## src/rtl/wrp_pkg.sv

```systemverilog
package wrp_pkg;
  localparam logic [7:0] KEY_POL_HIGH = 8'hA5;
  localparam logic [7:0] KEY_POL_LOW  = 8'h5A;
  localparam logic [7:0] KEY_PUSHPULL = 8'hA8;
  localparam logic [7:0] KEY_OPENDRN  = 8'h8A;

  typedef struct packed {
    logic level;
    logic oe;
  } pad_drive_t;

  // line wants to be high when asserted-and-active-high or idle-and-active-low
  function automatic pad_drive_t encode_pad(logic asserted, logic pol_high, logic push_pull);
    pad_drive_t d;
    logic want_high;
    want_high = asserted ? pol_high : !pol_high;
    if (push_pull) begin
      d.level = want_high;
      d.oe    = 1'b1;
    end else begin
      d.level = 1'b0;
      d.oe    = !want_high;
    end
    return d;
  endfunction
endpackage

```

## src/rtl/wrp_cfg_reg.sv

```systemverilog
module wrp_cfg_reg #(
  parameter int ADDR_W = 8,
  parameter int WF = 20,
  parameter logic [ADDR_W-1:0] REG_OFFSET = 'h18,
  parameter int DEF_WIDTH = 255
) (
  input  logic              clk,
  input  logic              rst_n,
  input  logic [ADDR_W-1:0] bus_addr,
  input  logic              bus_wr,
  input  logic [31:0]       bus_wdata,
  output logic [31:0]       bus_rdata,
  output logic [WF-1:0]     width,
  output logic              pol_high,
  output logic              push_pull,
  output logic              reg_wr_hit
);
  import wrp_pkg::*;

  logic       addr_hit;
  logic [7:0] key;
  logic       unused_wdata;

  assign addr_hit     = (bus_addr == REG_OFFSET);
  assign reg_wr_hit   = addr_hit && bus_wr;
  assign key          = bus_wdata[31:24];
  assign unused_wdata = ^bus_wdata[23:WF];

  always_ff @(posedge clk or negedge rst_n) begin
    if (!rst_n) begin
      width     <= WF'(DEF_WIDTH);
      pol_high  <= 1'b0;
      push_pull <= 1'b0;
    end else if (reg_wr_hit) begin
      width <= bus_wdata[WF-1:0];
      case (key)
        KEY_POL_HIGH: pol_high  <= 1'b1;
        KEY_POL_LOW:  pol_high  <= 1'b0;
        KEY_PUSHPULL: push_pull <= 1'b1;
        KEY_OPENDRN:  push_pull <= 1'b0;
        default: ;
      endcase
    end
  end

  always_comb begin
    bus_rdata = '0;
    if (addr_hit) begin
      bus_rdata[WF-1:0] = width;
      bus_rdata[31]     = pol_high;
      bus_rdata[30]     = push_pull;
    end
  end
endmodule

```

## src/rtl/wrp_pulse_timer.sv

```systemverilog
module wrp_pulse_timer #(
  parameter int WF = 20
) (
  input  logic          clk,
  input  logic          rst_n,
  input  logic [WF-1:0] width,
  input  logic          trigger,
  input  logic          tick,
  output logic          pulse_on,
  output logic          pulse_end
);
  logic [WF-1:0] remain;

  assign pulse_end = pulse_on && tick && !trigger && (remain == '0);

  always_ff @(posedge clk or negedge rst_n) begin
    if (!rst_n) begin
      pulse_on <= 1'b0;
      remain   <= '0;
    end else if (trigger) begin
      pulse_on <= 1'b1;
      remain   <= width;
    end else if (pulse_on && tick) begin
      if (remain == '0) pulse_on <= 1'b0;
      else remain <= remain - 1'b1;
    end
  end
endmodule

```

## src/rtl/wrp_pad_enc.sv

```systemverilog
module wrp_pad_enc (
  input  logic asserted,
  input  logic pol_high,
  input  logic push_pull,
  output logic level,
  output logic oe
);
  import wrp_pkg::*;
  pad_drive_t d;
  assign d     = encode_pad(asserted, pol_high, push_pull);
  assign level = d.level;
  assign oe    = d.oe;
endmodule

```

## src/rtl/wdt_rst_pulse.sv

```systemverilog
module wdt_rst_pulse #(
  parameter int ADDR_W = 8,
  parameter logic [ADDR_W-1:0] REG_OFFSET = 'h18,
  parameter bit NARROW_WIDTH = 1'b0
) (
  input  logic              clk,
  input  logic              rst_n,
  input  logic [ADDR_W-1:0] bus_addr,
  input  logic              bus_wr,
  input  logic [31:0]       bus_wdata,
  output logic [31:0]       bus_rdata,
  input  logic              trigger,
  input  logic              tick_1us,
  output logic              rst_level,
  output logic              rst_oe
);
  localparam int WF = NARROW_WIDTH ? 8 : 20;

  logic [WF-1:0] width;
  logic          pol_high;
  logic          push_pull;
  logic          reg_wr_hit;
  logic          pulse_on;
  logic          pulse_end;

  wrp_cfg_reg #(.ADDR_W(ADDR_W), .WF(WF), .REG_OFFSET(REG_OFFSET), .DEF_WIDTH(255)) u_cfg (
    .clk(clk), .rst_n(rst_n), .bus_addr(bus_addr), .bus_wr(bus_wr),
    .bus_wdata(bus_wdata), .bus_rdata(bus_rdata), .width(width),
    .pol_high(pol_high), .push_pull(push_pull), .reg_wr_hit(reg_wr_hit)
  );

  wrp_pulse_timer #(.WF(WF)) u_timer (
    .clk(clk), .rst_n(rst_n), .width(width), .trigger(trigger),
    .tick(tick_1us), .pulse_on(pulse_on), .pulse_end(pulse_end)
  );

  wrp_pad_enc u_pad (
    .asserted(pulse_on), .pol_high(pol_high), .push_pull(push_pull),
    .level(rst_level), .oe(rst_oe)
  );
endmodule

```

## config.mk

```make
export PLATFORM = sky130hd
export DESIGN_NAME = wdt_rst_pulse
export DESIGN_NICKNAME = d
export VERILOG_FILES = /design/src/rtl/wrp_pkg.sv /design/src/rtl/wrp_cfg_reg.sv /design/src/rtl/wrp_pulse_timer.sv /design/src/rtl/wrp_pad_enc.sv /design/src/rtl/wdt_rst_pulse.sv
export SDC_FILE = /design/constraint.sdc
export NUM_CORES = 1
export LEC_CHECK = 0
export CAP_MARGIN = 25
export CORE_ASPECT_RATIO = 1.4
export CORE_MARGIN = 5
export CORE_UTILIZATION = 45
export CTS_CLUSTER_DIAMETER = 80
export DETAILED_ROUTE_END_ITERATION = 16
export DONT_BUFFER_PORTS = 1
export MAX_ROUTING_LAYER = met4
export RECOVER_POWER = 100
export SKIP_LAST_GASP = 1
export SLEW_MARGIN = 20
export SYNTH_ARGS = -nofsm -noshare
export SYNTH_HDL_FRONTEND = slang
export SYNTH_SLANG_ARGS = --single-unit
```

## constraint.sdc

```tcl
create_clock -name clk -period 3.3 [get_ports clk]
set_clock_uncertainty 0.15 [all_clocks]
set_input_delay 0.165 -clock clk [delete_from_list [all_inputs] [get_ports clk]]
set_output_delay 0.165 -clock clk [all_outputs]
set_load 0.02 [all_outputs]
```

## Word level (Yosys, flattened, before mapping)

Index checks and enable logic that the tools add are counted.

| cells by class | value |
|---|---|
| reduce and logical (&&, ||, !) cells | 13 |
| equal/unequal tests | 6 |
| mux-type cells | 12 |
| add/subtract/negate cells | 1 |

Operators with widths:

| cell | number |
|---|---|
| $mux 20 | 4 |
| $eq 8x8->1 const B | 3 |
| $logic_not 20->1 | 1 |
| $sub 20x1->20 const B | 1 |
| $eq 8x5->1 const B | 1 |
| $eq 8x7->1 const B | 1 |
| $reduce_and 2->1 | 4 |
| $reduce_bool 2->1 | 4 |
| $mux 1 | 4 |
| $mux 2 | 2 |
| $pmux 1 s2 | 2 |
| $logic_and 1x1->1 | 2 |
| $logic_not 1->1 | 2 |
| $ne 2x2->1 const B | 1 |

| storage, ports and cells | value |
|---|---|
| logic and storage cells | 37 |
| bits of input ports | 45 |
| flip-flop bits (word level) | 43 |
| output and inout port bits | 34 |

## Logic depth before layout (Yosys ltp)

| logic depth | value |
|---|---|
| word-level depth | 4 |
| gate-level depth with buffers | 8 |

## Cells and area by module

A second synthesis with hierarchy kept.

| second synthesis, totals | value |
|---|---|
| cell total of the unflattened synthesis | 272 |
| area, all modules | 2663.8 µm² |

By module, submodules not included:

| module | times used | area an instance (µm²) | cells each |
|---|---|---|---|
| wrp_pulse_timer | 1 | 1405.1 | 170 |
| wrp_cfg_reg | 1 | 1237.4 | 99 |
| wrp_pad_enc | 1 | 21.3 | 3 |

## Worst setup path before layout

No wires, ideal clock.

| timing path | value |
|---|---|
| kind | register to register |
| start point | register u_timer.remain[8] |
| end point | register u_timer.remain[15] |
| clock period less this slack | 2.375 ns |
| buffers on the path | 1 |
| library setup time | 0.129 ns |
| arrival time | 2.096 ns |
| stages on the path, launching flop included | 7 |
| setup slack | 0.925 ns |
| path through | dfrtp_1 > or4_4 > or4_4 > buf_6 > a2111oi_4 > xnor2_1 > o21ai_1 |

| on the way | value |
|---|---|
| longest elaborated chain between the ends | 4 |
| elaborated cells between the ends (all ways) | 7 |
| those cells by class | 1 x add/sub; 1 x eq/ne; 3 x mux; 2 x reduce/logical |

Ends and longest elaborated chain:

| item | line | source |
|---|---|---|
| start: declaration | wrp_pulse_timer.sv:12 | `logic [WF-1:0] remain;` |
| start signal: assignment | wrp_pulse_timer.sv:22 | `remain <= width;` |
| start signal: assignment | wrp_pulse_timer.sv:25 | `else remain <= remain - 1'b1;` |
| $sub 20x1->20 | wrp_pulse_timer.sv:25 |  |
| $mux 20 | wrp_pulse_timer.sv:24 | `if (remain == '0) pulse_on <= 1'b0;` |
| $mux 20 | wrp_pulse_timer.sv:23 | `end else if (pulse_on && tick) begin` |
| $mux 20 | wrp_pulse_timer.sv:20 | `end else if (trigger) begin` |

Several ways; a longest one is shown, not always the timed one. The select of a mux whose other input is x is not followed.
A chain may end at the register's enable or synchronous reset.

## Worst setup path in the final report

Same ends and word-level chain as after synthesis.

==> impl_metrics.ini <==
[outcome]
status = finished clean

[synthesis]
syn-cell-area_mm2 = 0.00248
yosys-top-cells-area = dfrtp_1, mux2_2, dfstp_2
synthSimpleGateAreaFrac_pct = 22.0
synth_top_family_by_area = simple AND/OR/NAND/NOR gates
synth_top_area_share_pct = 35.3
syn_area_per_cell_um2 = 10.1
synth_edf_count = 0
synth_flop_cell = dfrtp_1
netlist_instances = 245
synthAdderAreaFrac_pct = 1.01
ys_ff_latch = 43
synth.distinct_cells = 42
synth_compound_area_share_pct = 12.0
yosysTopAreaCell = dfrtp_1
yosys_warnings = 0
synthArstFlopShare_pct = 100
yosysSeqAreaShare_pct = 43.8
synth_xor_xnor_area_share_pct = 5.65
synth.area.mux_share_pct = 9.93

[critical_path]
start_kind = register
r2r_start = u_timer.remain[8]
crit_type = reg2reg
crit_start = u_timer.remain[8]
crit_chain = or4_1 > or4_1 > a2111oi_0 > xnor2_1 > o21ai_1
slowest_stage = or4_1
crit_required_ns = 3.33
cp.arrival_ns = 2.94
path_buf_inv = 0
cpMostUsedCell = or4_1
endpoint_kind = register
worstPathMaxFanout = 6
crit_family = simple AND/OR/NAND/NOR gates
slowest_delay_ns = 0.69

[clock_tree]
clock_latency_ns = 0.29
cts-root-buf = clkbuf_8
cts_setup_buffers = 0
clkSlewWorstSetupHoldPaths_ns = 0.08
clock_sinks = 43
numCtsBuffers = 5
cts_tree = built
cts_buffer_depth = 2
htree_levels = 2

[timing]
rsz0062_at_grt = false
post-route-min-period_ns = 2.91
fmax_ghz = 0.344
tns_ns = 0
final-hold-violation-count = 0
worst_pin_slew_ns = 0.934
setup_violations = 0
period_share_pct = 88.2
maxSlewViolCount = 0
maxSlewHeadroom_pct = 37.2
worst_slack_ns = 0.390

[global_routing]
grt.overflow.total = 0
grt_max_degree = 44
grt_antenna_before_repair = 0
grt_usage_pct = 16.8
grt_pass1_vias = 1980
grt_pass1_wl_um = 9260

[place]
port_buffers = 0
dpl_cell_area_mm2 = 0.00249
dp_hpwl_um = 3710
pre_cts_ws_ns = 0.858
gp_congestion = 0.832

[pwr]
power.leakage_nw = 1.20
powerDensity_mw_per_mm2 = 756
max-vdd-ir-drop_uv = 318

[floorplanning]
die_w_um = 72.8
die_area_mm2 = 0.00712
rows = 32
io_pins = 79
start_util_pct = 45.6
dieHeight_um = 97.9
core-area_mm2 = 0.00545

[finish]
layout-drive-gt1-share_pct = 15.9
stdcell_area_mm2 = 0.00288
n_antenna_cell = 0
fin_util_pct = 52.8
finish.net_count = 317
area_growth_pct = 15.8
fillers = 521

[drt]
drt_iter0_markers = 57
final_antenna_net_count = 0
drc = 0
viasPerCell = 5.43
drt_first_pass_iters = 4
routed_wl_um = 5430
wl_per_cell_um = 16.0
vias = 1841

[min_path]
min_from = trigger
min_path_type = in2reg

[job]
maxCapViolations = 0
worst reg2reg max path: cells and delay by family, from the launching register on:
family | cells | cell delay [ns]
flip-flops | 1 | 0.42
AND/OR/NAND/NOR | 2 | 1.27
AO/OA/AOI/OAI | 2 | 0.75
XOR/XNOR | 1 | 0.20
layer usage:
layer | up-vias | wire [µm] | track usage (%)
li1 | 893 | - | -
met1 | 885 | 2310 | 20.2
met2 | 56 | 2800 | 28.2
met3 | 7 | 235 | 2.88
met4 | 0 | 89 | 5.68
met5 | - | 0 | -
state kept, by name, summed over array words and instances, names as in the netlist:
name              count
u_cfg.pol_high        1
u_cfg.push_pull       1
u_cfg.width          20
u_timer.pulse_on      1
u_timer.remain       20
cells in the mapped netlist, types with 7 or more instances:
library cell	n
dfstp_2	8
and2_1	23
dfrtp_1	35
nand2_1	25
xnor2_1	9
nor2_1	8
clkbuf_1	9
xor2_1	7
o21ai_0	18
buf_4	11
mux2_2	21
nor3_1	7
cells in the final DEF, fill, tap and decap left out, types with 2 or more instances in the layout:
cell / synthesis / layout
dfrtp_1: 35 / 35
dlygate4sd3_1: 0 / 26
nand2_1: 25 / 25
and2_0: 0 / 23
mux2_2: 21 / 21
o21ai_0: 18 / 18
conb_1: 1 / 10
xnor2_1: 9 / 9
nor2_1: 8 / 8
dfstp_2: 8 / 8
nor3_1: 7 / 7
xor2_1: 7 / 7
a21oi_1: 6 / 6
clkbuf_8: 0 / 6
or4_1: 3 / 5
nor4_1: 4 / 4
nand3_1: 4 / 4
o21ai_1: 4 / 4
a211oi_1: 4 / 4
nor2b_1: 3 / 3
nand4_1: 3 / 3
a21o_1: 3 / 3
a2111oi_0: 2 / 3
inv_1: 2 / 2
nand2b_1: 2 / 2
nor4b_1: 2 / 2
or3_1: 2 / 2
nand4b_1: 2 / 2
ha_1: 2 / 2
what timing repair did:
item                      CTS  global route
hold endpoints to repair   86             0
resized for setup           0             0
hold buffers               28             0
cell type report:
cell class | instances | area [µm²] | area share, %
clock buffers | 6 | 82.6 | 2.87
well taps | 68 | 85.1 | 2.96
repair buffers | 30 | 319 | 11.1
flip-flops and latches | 43 | 1090 | 37.8
multi-input cells | 188 | 1260 | 43.8
inverters | 2 | 7.51 | 0.261
clock inverters | 2 | 35.0 | 1.22
cell families after synthesis:
logic type	Yosys count
AND/OR/NAND/NOR	95
AO/OA/AOI/OAI	43
flip-flops	43
buffers and inverters	23
multiplexers	22
XOR/XNOR	16
adder cells (fa/ha/maj)	2
other	1
final timing paths:
kind,end,slack (ns),depth (start not counted)
worst max-delay path,u_timer.remain[15],0.39,5
worst min-delay path,u_timer.remain[8],0.004,2
worst max register to register,u_timer.remain[15],0.39,5
worst min register to register,u_timer.remain[19],0.36,2
max in group asynchronous,u_cfg.width[5],2.51,2
min in group asynchronous,u_cfg.width[13],0.22,2
stage by stage:
stage               cells  hold slack [ns]  total power [W]
floorplan             254           -0.281          0.00162
CTS                   339          0.00810          0.00227
global placement      303           -0.280          0.00177
finish                339          0.00420          0.00217
detailed placement    303           -0.280          0.00178
global route          339           0.0181          0.00236
where the power goes:
part	switching, W	internal [W]
registers	0.000146	0.000653
logic	0.000556	0.000392
clock network	0.000182	0.000245
(Power assumes the default switching activity.)
